$ cat src/rtl/hs_pkg.sv
package hs_pkg;
  typedef enum logic [1:0] {
    HS_LOOSE  = 2'd0,
    HS_HALF   = 2'd1,
    HS_FULL   = 2'd2,
    HS_FULL_B = 2'd3
  } hs_mode_e;

  // sender drops request on its own timer
  function automatic logic snd_timed(input logic [1:0] m);
    return m == HS_LOOSE;
  endfunction

  // receiver drops acknowledge on its own timer
  function automatic logic rcv_timed(input logic [1:0] m);
    return m[1] == 1'b0;
  endfunction
endpackage

$ cat src/rtl/hs_master.sv
module hs_master
  import hs_pkg::*;
#(
  parameter int DW     = 16,
  parameter int HW     = 8,
  parameter int TO_CYC = 1024
) (
  input  logic          clk_i,
  input  logic          rst_ni,
  input  logic [1:0]    mode_i,
  input  logic [HW-1:0] hold_i,
  input  logic          start_i,
  input  logic [DW-1:0] wdata_i,
  input  logic          ack_i,
  output logic          req_o,
  output logic [DW-1:0] data_o,
  output logic          done_o,
  output logic          timeout_o
);
  localparam int CW = $clog2(TO_CYC + 1);

  typedef enum logic {M_IDLE, M_REQ} m_st_e;

  m_st_e         st_q;
  logic [CW-1:0] cnt_q;
  logic          req_q, done_q, to_q;
  logic [DW-1:0] data_q;
  logic [CW-1:0] hold_w, lim_w;
  logic          timed_w;

  assign hold_w  = (hold_i == '0) ? CW'(1) : CW'(hold_i);
  assign lim_w   = CW'(TO_CYC);
  assign timed_w = snd_timed(mode_i);

  always_ff @(posedge clk_i or negedge rst_ni) begin
    if (!rst_ni) begin
      st_q   <= M_IDLE;
      cnt_q  <= '0;
      req_q  <= 1'b0;
      done_q <= 1'b0;
      to_q   <= 1'b0;
      data_q <= '0;
    end else begin
      done_q <= 1'b0;
      case (st_q)
        M_IDLE: begin
          if (start_i && !ack_i) begin
            req_q  <= 1'b1;
            data_q <= wdata_i;
            cnt_q  <= CW'(1);
            to_q   <= 1'b0;
            st_q   <= M_REQ;
          end
        end
        M_REQ: begin
          if (timed_w) begin
            if (cnt_q >= hold_w) begin
              req_q  <= 1'b0;
              done_q <= 1'b1;
              st_q   <= M_IDLE;
            end else begin
              cnt_q <= cnt_q + CW'(1);
            end
          end else if (ack_i) begin
            req_q  <= 1'b0;
            done_q <= 1'b1;
            st_q   <= M_IDLE;
          end else if (cnt_q >= lim_w) begin
            req_q <= 1'b0;
            to_q  <= 1'b1;
            st_q  <= M_IDLE;
          end else begin
            cnt_q <= cnt_q + CW'(1);
          end
        end
        default: st_q <= M_IDLE;
      endcase
    end
  end

  assign req_o     = req_q;
  assign data_o    = data_q;
  assign done_o    = done_q;
  assign timeout_o = to_q;


  req_drop_after_ack_chk: assert property (@(posedge clk_i) disable iff (!rst_ni)
    ($fell(req_q) && !snd_timed(mode_i) && !$rose(to_q)) |-> $past(ack_i));

  data_stable_chk: assert property (@(posedge clk_i) disable iff (!rst_ni)
    (req_q && $past(req_q)) |-> $stable(data_q));

  req_rise_idle_chk: assert property (@(posedge clk_i) disable iff (!rst_ni)
    $rose(req_q) |-> $past(start_i && !ack_i));

  done_on_fall_chk: assert property (@(posedge clk_i) disable iff (!rst_ni)
    done_q |-> (!req_q && $past(req_q)));

  timeout_drop_chk: assert property (@(posedge clk_i) disable iff (!rst_ni)
    $rose(to_q) |-> (!req_q && $past(req_q) && !done_q));
endmodule

$ cat src/rtl/hs_slave.sv
module hs_slave
  import hs_pkg::*;
#(
  parameter int DW = 16,
  parameter int HW = 8
) (
  input  logic          clk_i,
  input  logic          rst_ni,
  input  logic [1:0]    mode_i,
  input  logic [HW-1:0] hold_i,
  input  logic          req_i,
  input  logic          ready_i,
  input  logic [DW-1:0] data_i,
  output logic          ack_o,
  output logic [DW-1:0] rdata_o,
  output logic          rvalid_o
);
  typedef enum logic [1:0] {S_IDLE, S_ACK, S_REARM} s_st_e;

  s_st_e         st_q;
  logic [HW-1:0] cnt_q, hold_w;
  logic          ack_q, rv_q;
  logic [DW-1:0] rdata_q;

  assign hold_w = (hold_i == '0) ? HW'(1) : hold_i;

  always_ff @(posedge clk_i or negedge rst_ni) begin
    if (!rst_ni) begin
      st_q    <= S_IDLE;
      cnt_q   <= '0;
      ack_q   <= 1'b0;
      rv_q    <= 1'b0;
      rdata_q <= '0;
    end else begin
      rv_q <= 1'b0;
      case (st_q)
        S_IDLE: begin
          if (req_i && ready_i) begin
            ack_q   <= 1'b1;
            rdata_q <= data_i;
            rv_q    <= 1'b1;
            cnt_q   <= HW'(1);
            st_q    <= S_ACK;
          end
        end
        S_ACK: begin
          if (rcv_timed(mode_i)) begin
            if (cnt_q >= hold_w) begin
              ack_q <= 1'b0;
              st_q  <= S_REARM;
            end else begin
              cnt_q <= cnt_q + HW'(1);
            end
          end else if (!req_i) begin
            ack_q <= 1'b0;
            st_q  <= S_IDLE;
          end
        end
        S_REARM: if (!req_i) st_q <= S_IDLE;
        default: st_q <= S_IDLE;
      endcase
    end
  end

  assign ack_o    = ack_q;
  assign rdata_o  = rdata_q;
  assign rvalid_o = rv_q;


  ack_rise_cond_chk: assert property (@(posedge clk_i) disable iff (!rst_ni)
    $rose(ack_q) |-> $past(req_i && ready_i));

  full_ack_fall_chk: assert property (@(posedge clk_i) disable iff (!rst_ni)
    ($fell(ack_q) && !rcv_timed(mode_i)) |-> $past(!req_i));

  capture_on_rise_chk: assert property (@(posedge clk_i) disable iff (!rst_ni)
    rv_q |-> ($rose(ack_q) && rdata_q == $past(data_i)));
endmodule

$ cat src/rtl/req_ack_handshake.sv
module req_ack_handshake #(
  parameter int DW     = 16,
  parameter int HW     = 8,
  parameter int TO_CYC = 1024
) (
  input  logic          clk_i,
  input  logic          rst_ni,
  input  logic [1:0]    mode_i,
  input  logic [HW-1:0] snd_hold_i,
  input  logic [HW-1:0] rcv_hold_i,
  input  logic          start_i,
  input  logic [DW-1:0] wdata_i,
  input  logic          ready_i,
  output logic          req_o,
  output logic          ack_o,
  output logic [DW-1:0] rdata_o,
  output logic          rdata_valid_o,
  output logic          done_o,
  output logic          timeout_o
);
  logic          req_w, ack_w;
  logic [DW-1:0] bus_w;

  hs_master #(.DW(DW), .HW(HW), .TO_CYC(TO_CYC)) u_master (
    .clk_i     (clk_i),
    .rst_ni    (rst_ni),
    .mode_i    (mode_i),
    .hold_i    (snd_hold_i),
    .start_i   (start_i),
    .wdata_i   (wdata_i),
    .ack_i     (ack_w),
    .req_o     (req_w),
    .data_o    (bus_w),
    .done_o    (done_o),
    .timeout_o (timeout_o)
  );

  hs_slave #(.DW(DW), .HW(HW)) u_slave (
    .clk_i    (clk_i),
    .rst_ni   (rst_ni),
    .mode_i   (mode_i),
    .hold_i   (rcv_hold_i),
    .req_i    (req_w),
    .ready_i  (ready_i),
    .data_i   (bus_w),
    .ack_o    (ack_w),
    .rdata_o  (rdata_o),
    .rvalid_o (rdata_valid_o)
  );

  assign req_o = req_w;
  assign ack_o = ack_w;
endmodule

$ cat config.mk
export PLATFORM = sky130hd
export DESIGN_NAME = req_ack_handshake
export DESIGN_NICKNAME = d
export VERILOG_FILES = /design/src/rtl/hs_pkg.sv /design/src/rtl/hs_master.sv /design/src/rtl/hs_slave.sv /design/src/rtl/req_ack_handshake.sv
export SDC_FILE = /design/constraint.sdc
export NUM_CORES = 1
export LEC_CHECK = 0
export BUFFER_PORTS_ARGS = -buffer_cell sky130_fd_sc_hd__buf_2
export CAP_MARGIN = 20
export CORE_MARGIN = 8
export CORE_UTILIZATION = 35
export CTS_CLUSTER_SIZE = 10
export DETAILED_ROUTE_END_ITERATION = 12
export GPL_TIMING_DRIVEN = 0
export SYNTH_ARGS = -nofsm -noshare
export SYNTH_HDL_FRONTEND = slang
export SYNTH_HIERARCHICAL = 1
export SYNTH_SLANG_ARGS = --single-unit
$ cat constraint.sdc
create_clock -name clk_i -period 1.7 [get_ports clk_i]
set_input_delay 0.17 -clock clk_i [delete_from_list [all_inputs] [get_ports clk_i]]
set_output_delay 0.17 -clock clk_i [all_outputs]
set_load 0.1 [all_outputs]
==> flow_summary_export.csv, run 1 <==
group,metric,value,unit
routing,routed_wirelength,7385,um
synthesis,synth_simple_gate_area_share,0.1399,
timing,hold_viol,0,
routing,wl_per_cell,15.51,um
min_path,min_path_type,"in -> reg",
floorplanning,die_y,110.4,um
synthesis,synth_top_family_by_area,"multiplexers",
floorplanning,rows,34,
routing,first_pass_iters,4,
setup_path,reg2reg_from,"u_slave/cnt_q[6]",
min_path,min_path_cells,2,
global_route,grt_max_degree,31,
timing,postLayoutSetupSlackWorst,-0.1692,ns
power_and_ir_drop,cellInternalPower,3.926,mW
place,routabilityCongestion,0.7419,
timing,drv_slew,0,
floorplanning,die-area,0.01219,mm2
cells_and_area,regArea,0.001489,mm2
clock_network,cts_tree,"done",
cells_and_area,area_growth,35.16,%
synthesis,synth_area_per_cell,11.43,um2
synthesis,synth-xor-area-share,0,
setup_path,ff2ff_path_depth,5,
place,hpwl,5263,um
run_status,outcome,"complete, but fails checks",
setup_path,crit_required,1.91,ns
routing,drc,0,
synthesis,yosysSeqAreaShare,0.4731,
power_and_ir_drop,peakVddDrop,0.001621,V
cells_and_area,antenna_cells,0,
clock_network,clk_pin_slew,0.07,ns
timing,rsz0062_at_grt,"true",
floorplanning,start_util,0.3596,
power_and_ir_drop,swShare,0.4835,
power_and_ir_drop,seqPwrFrac,0.305,
cells_and_area,nNetsFinal,420,
synthesis,synth_compound_area_frac,0.1239,
floorplanning,die_w,110.4,um
min_path,hold_end,"u_master/data_o[0]",
cells_and_area,postLayoutCellArea,0.004218,mm2
cells_and_area,fillerInstances,811,
synthesis,muxShareOfSynthArea,0.1480,
setup_path,critPathCaptureType,"flip-flop",
synthesis,synth_area_leader_cell,"dfrtp_1",
timing,setup_violations,18,
place,portBuffers,58,
synthesis,synth-adder-area-share,0.07618,
run,drv_cap,0,
global_route,grtUsageTotal,0.1179,
synthesis,synth_area_leaders,"dfrtp_1, ha_1, mux2_1",
floorplanning,coreArea,0.008678,mm2
timing,fin_crit_sh,1.100,
clock_network,clockRootBuffer,"clkbuf_8",
clock_network,clockBufferDepth,2,
global_route,grt_remaining_overflow,0,
routing,drtAntennaViolNets,0,
timing,worstMarginPinSlew,0.7170,ns
floorplanning,pin_count,59,
synthesis,synthTopCellsByCount,"dfrtp_1, inv_1, ha_1",
setup_path,worstPathMaxFanout,6,
synthesis,syn-num-nets,330,
synthesis,ys_ff_latch,59,
synthesis,synthCells,273,
min_path,min_from,"wdata_i[0]",
power_and_ir_drop,power_leakage,2.020,nW
global_route,antenna_found_initial,0,
synthesis,async_flop_share,1.000,
run_status,violations,"negative setup slack",
timing,clock_skew,0.005599,ns
power_and_ir_drop,clockPowerShare,0.164,
synthesis,synth_cell_types,52,
synthesis,synth_warnings,6,
clock_network,clock_latency,0.32,ns
synthesis,synth_most_common_cell,"dfrtp_1",
setup_path,r2r_end,"u_slave/cnt_q[7]",
cells_and_area,multiInputGateArea,0.001767,mm2
setup_path,arrival,2.07,ns
global_route,grt_pass1_wl,12080,um
timing,relSlewSlack,0.5220,
synthesis,synth_ff_type,"dfrtp_1",
cells_and_area,drive_above_1_share,0.4457,
timing,max_freq,535.0,MHz
power_and_ir_drop,powerDensity,1802,mW/mm2
clock_network,numClockSinks,59,
setup_path,r2r_setup_slack,-0.17,ns
clock_network,htree_levels,3,
routing,vias,2444,
global_route,grt_pass1_vias,2514,
synthesis,syn_area,0.003120,mm2
synthesis,synth_edf_count,0,
place,placed_cell_area,0.003671,mm2
place,pre_cts_ws,-0.4579,ns
power_and_ir_drop,p_sw,3.675,mW
routing,viasPerCell,5.134,
routing,drtIter0Drc,73,
setup_path,start_kind,"flip-flop",
timing,min_period,1.869,ns
timing,final.hold.worst_slack,0.05378,ns
clock_network,cts_buffers,9,
synthesis,synth_top_area_frac,0.4731,
power_and_ir_drop,power_frac_comb,0.531,
setup_path,crit_type,"reg -> reg",
logic make-up (layout without fill, tap and decap cells):
logic type               Yosys count  in the layout
AND/OR/NAND/NOR                   76             76
flip-flops                        59             59
AO/OA/AOI/OAI                     48             48
multiplexers                      42             42
buffers and inverters             29            124
adder cells (fa/ha/maj)           19             19
layer usage:
layer,global-route usage,up-vias,wire length [um]
met5,0,-,0
met1,0.1433,1205,3420
li1,-,1175,-
met3,0.02922,8,267
met4,0.04685,0,74
met2,0.1948,56,3622
worst max-delay path by stage:
stage / from / to / slack (ns) / cells past startpoint
after floorplan: rcv_hold_i[2] / u_slave/cnt_q[6] / -0.17 / 9
after global placement: rcv_hold_i[2] / u_slave/cnt_q[6] / -0.42 / 10
after detailed placement: rcv_hold_i[2] / u_slave/cnt_q[5] / -0.46 / 10
after CTS: u_slave/cnt_q[3] / u_slave/cnt_q[5] / -0.15 / 7
after global routing: u_slave/cnt_q[6] / u_slave/cnt_q[5] / -0.22 / 6
final: u_slave/cnt_q[6] / u_slave/cnt_q[7] / -0.17 / 5
power groups by stage:
stage	clock network, mW	logic (mW)	registers (mW)
3_5_place_dp	0	3.75	2.39
2_1_floorplan	0	1.40	4.00
5_1_grt	1.35	4.26	2.39
4_1_cts	1.29	3.99	2.32
6_report	1.25	4.03	2.32
3_3_place_gp	0	3.70	2.35
placed cells by master (no fill, tap or decap), types with 10 or more instances in the layout:
cell type,instances
ha_1,10
buf_2,56
inv_1,21
nor2_1,10
mux2_2,15
a21oi_1,13
mux2_1,10
nand2_1,17
nand4_1,13
buf_4,19
dfrtp_1,53
clkbuf_8,10
metrics by stage:
| step | power (mW) | setup TNS, ns | cells | util |
|---|---|---|---|---|
| CTS | 7.606 | -1.325 | 472 | 0.4743 |
| detailed placement | 6.139 | -8.070 | 440 | 0.4230 |
| global route | 8.007 | -2.930 | 476 | 0.4860 |
| floorplan | 5.400 | -1.148 | 273 | - |
| finish | 7.601 | -1.411 | 476 | 0.4860 |
| global placement | 6.057 | -7.169 | 439 | 0.4207 |
registers in the layout, indices dropped and copies added, names as in the netlist:
| register | cells |
|---|---|
| u_master/done_o | 1 |
| u_master/timeout_o | 1 |
| u_master/req_o | 1 |
| u_slave/rvalid_o | 1 |
| u_slave/ack_o | 1 |
| u_master/st_q | 1 |
| u_slave/st_q | 2 |
| u_master/cnt_q | 11 |
| u_slave/rdata_o | 16 |
| u_slave/cnt_q | 8 |
| u_master/data_o | 16 |
area by class of cell:
class / instances / area share
plain buffers: 7 / 0.01513
well taps: 108 / 0.03204
repair buffers: 79 / 0.1154
clock buffers: 11 / 0.03352
flip-flops and latches: 59 / 0.3530
inverters: 22 / 0.01958
multi-input cells: 185 / 0.4189
clock inverters: 5 / 0.01246
critical path, stage by stage, from the launching register on:
cell	delay [ns]
dfrtp_1	0.43
ha_1	0.29
nand2_1	0.07
o41a_4	0.53
and3_1	0.18
mux2_4	0.26
repair_timing:
| action | CTS | global route |
|---|---|---|
| gates resized for setup | 18 | 20 |
| hold buffers | 1 | 0 |
| hold endpoints to repair | 29 | 0 |
| setup endpoints to repair | 25 | 33 |
| pin swaps | 14 | 18 |
| buffers inserted | 15 | 4 |
(Power assumes the default switching activity.)
==> run 2, diff against run 1 <==
Settings changed: ABC_AREA from default to 1, BUFFER_PORTS_ARGS -buffer_cell sky130_fd_sc_hd__buf_2 to default, DONT_BUFFER_PORTS from default to 1.
==> flow_summary_export.csv, run 2 <==
group,metric,value,unit
floorplanning,die_y,112.6,um
synthesis,synth_most_common_cell,"nand2_1",
timing,setup_violations,0,
timing,clock_skew,0.01056,ns
cells_and_area,nNetsFinal,507,
routing,drtIter0Drc,147,
setup_path,critPathCaptureType,"flip-flop",
place,pre_cts_ws,-0.1272,ns
power_and_ir_drop,powerDensity,2003,mW/mm2
floorplanning,pin_count,59,
global_route,grt_pass1_vias,2702,
global_route,grt_remaining_overflow,0,
clock_network,cts_buffers,9,
place,hpwl,5222,um
power_and_ir_drop,power.total,8.390,mW
setup_path,r2r_end,"u_master/req_o",
place,portBuffers,0,
cells_and_area,final_common_cell,"nand2_1",
clock_network,htree_levels,3,
min_path,min_path_type,"in -> reg",
routing,drtAntennaViolNets,0,
timing,final.hold.worst_slack,0.06824,ns
timing,worstMarginPinSlew,0.9402,ns
routing,drc,0,
clock_network,cts_tree,"done",
timing,hold_viol,0,
cells_and_area,area_growth,28.29,%
synthesis,synth_area_leader_cell,"dfrtp_1",
setup_path,reg2reg_from,"u_master/cnt_q[4]",
synthesis,ys_ff_latch,59,
setup_path,worstPathMaxFanout,5,
routing,wl_per_cell,13.81,um
timing,rsz0062_at_grt,"true",
floorplanning,coreArea,0.009153,mm2
setup_path,arrival,1.88,ns
timing,tns,0,ns
floorplanning,die_w,112.6,um
timing,relSlewSlack,0.3732,
clock_network,numClockSinks,59,
synthesis,syn_area,0.003264,mm2
synthesis,syn-num-nets,460,
power_and_ir_drop,peakVddDrop,0.0009498,V
synthesis,synth_warnings,6,
routing,routed_wirelength,7817,um
synthesis,synth_ff_type,"dfrtp_1",
floorplanning,die-area,0.01267,mm2
global_route,antenna_found_initial,0,
synthesis,synth_area_leaders,"dfrtp_1, nand2_1, ha_1",
floorplanning,rows,35,
timing,fin_crit_sh,0.9751,
cells_and_area,antenna_cells,0,
synthesis,synthTopCellsByCount,"nand2_1, dfrtp_1, inv_1",
setup_path,crit_type,"reg -> reg",
min_path,hold_end,"u_slave/st_q[1]",
synthesis,synth_area_per_cell,8.100,um2
cells_and_area,final_cell_mix,"nand2_1, dfrtp_1, inv_1, nand3_1",
run_status,outcome,"complete, no violations",
clock_network,clockRootBuffer,"clkbuf_8",
clock_network,clock_latency,0.33,ns
synthesis,synth_edf_count,0,
global_route,grt_max_degree,60,
routing,vias,2680,
min_path,min_path_cells,3,
power_and_ir_drop,power_leakage,2.152,nW
min_path,min_from,"mode_i[1]",
routing,first_pass_iters,4,
cells_and_area,fin_util,0.4576,
timing,postLayoutSetupSlackWorst,0.04241,ns
synthesis,synth_top_area_frac,0.4523,
global_route,grtUsageTotal,0.1257,
setup_path,crit_required,1.92,ns
routing,viasPerCell,4.735,
synthesis,yosysSeqAreaShare,0.4523,
synthesis,async_flop_share,1.000,
clock_network,clk_pin_slew,0.08,ns
timing,max_freq,603.3,MHz
setup_path,start_kind,"flip-flop",
floorplanning,start_util,0.3567,
synthesis,synth_cell_types,33,
synthesis,synthCells,403,
timing,min_period,1.658,ns
place,routabilityCongestion,0.7766,
cells_and_area,fillerInstances,884,
run,drv_cap,0,
clock_network,clockBufferDepth,2,
cells_and_area,drive_above_1_share,0.2549,
global_route,grt_pass1_wl,12790,um
setup_path,r2r_setup_slack,0.04,ns
setup_path,ff2ff_path_depth,11,
timing,drv_slew,0,
[run 2: kinds of logic (layout without fill, tap and decap cells)]
logic type	count (synthesis)	in the layout	share of synthesized area
xor+xnor	10	10	0.02683
buf+inv	54	105	0.06669
flops	59	59	0.4523
fa+ha+maj	19	19	0.07283
compound gates	26	26	0.05596
simple gates	235	236	0.3254
[run 2: where the power goes]
part / switching [mW] / total [mW] / internal [mW]
combinational: 1.83 / 3.03 / 1.21
clock: 0.585 / 1.45 / 0.865
sequential: 1.95 / 3.91 / 1.96
[run 2: layer usage]
metal  global-route usage  vias to the layer above  wire (um)
met5                    0                        -          0
met4              0.05665                        0        158
met3              0.03650                       13        358
met2               0.2139                       46       3963
met1               0.1426                     1260       3337
li1                     -                     1361          -
[run 2: repair_timing]
action,in CTS,in global routing
gates resized for setup,6,35
gates cloned,1,1
buffers inserted,4,12
hold buffers,18,0
pin swaps,1,22
endpoints found under the setup margin,38,32
hold endpoints to repair,75,0
[run 2: stage by stage]
stage	cell area, um2	instances
finish	4188	566
floorplan	3267	403
global placement	3406	514
global route	4188	566
detailed placement	3406	514
CTS	3889	553
[run 2: worst max-delay path, cell delays in order, from the launching register on]
cell	delay, ns
dfrtp_2	0.43
ha_4	0.27
nand2_2	0.06
nor2_4	0.14
inv_2	0.04
nor2_2	0.11
nand2_2	0.09
nand4_4	0.11
buf_6	0.14
nand3_2	0.06
nand2_1	0.06
nand2_1	0.05
[run 2: how the worst max path moves through the flow]
stage | startpoint | end | slack (ns) | depth (start not counted)
floorplan | u_master/req_o | u_slave/rdata_o[0] | 0.09 | 6
global placement | u_master/req_o | u_slave/rdata_o[1] | -0.11 | 6
detailed placement | u_master/req_o | u_slave/rdata_o[12] | -0.13 | 6
CTS | u_master/cnt_q[5] | u_master/cnt_q[6] | -0.003 | 10
global route | u_master/cnt_q[6] | u_master/req_o | -0.05 | 11
finish | u_master/cnt_q[4] | u_master/req_o | 0.04 | 11
[run 2: final cells by class]
type                            instances  area (um2)  area share
Tap cell                              111       138.9     0.03316
Inverter                               49       186.4     0.04452
Buffer                                  5       31.28    0.007469
Clock buffer                           10       137.6     0.03287
Clock inverter                          6       88.84     0.02121
Multi-Input combinational cell        291        1788      0.4269
Sequential cell                        59        1488      0.3552
Timing Repair Buffer                   35       329.1     0.07858
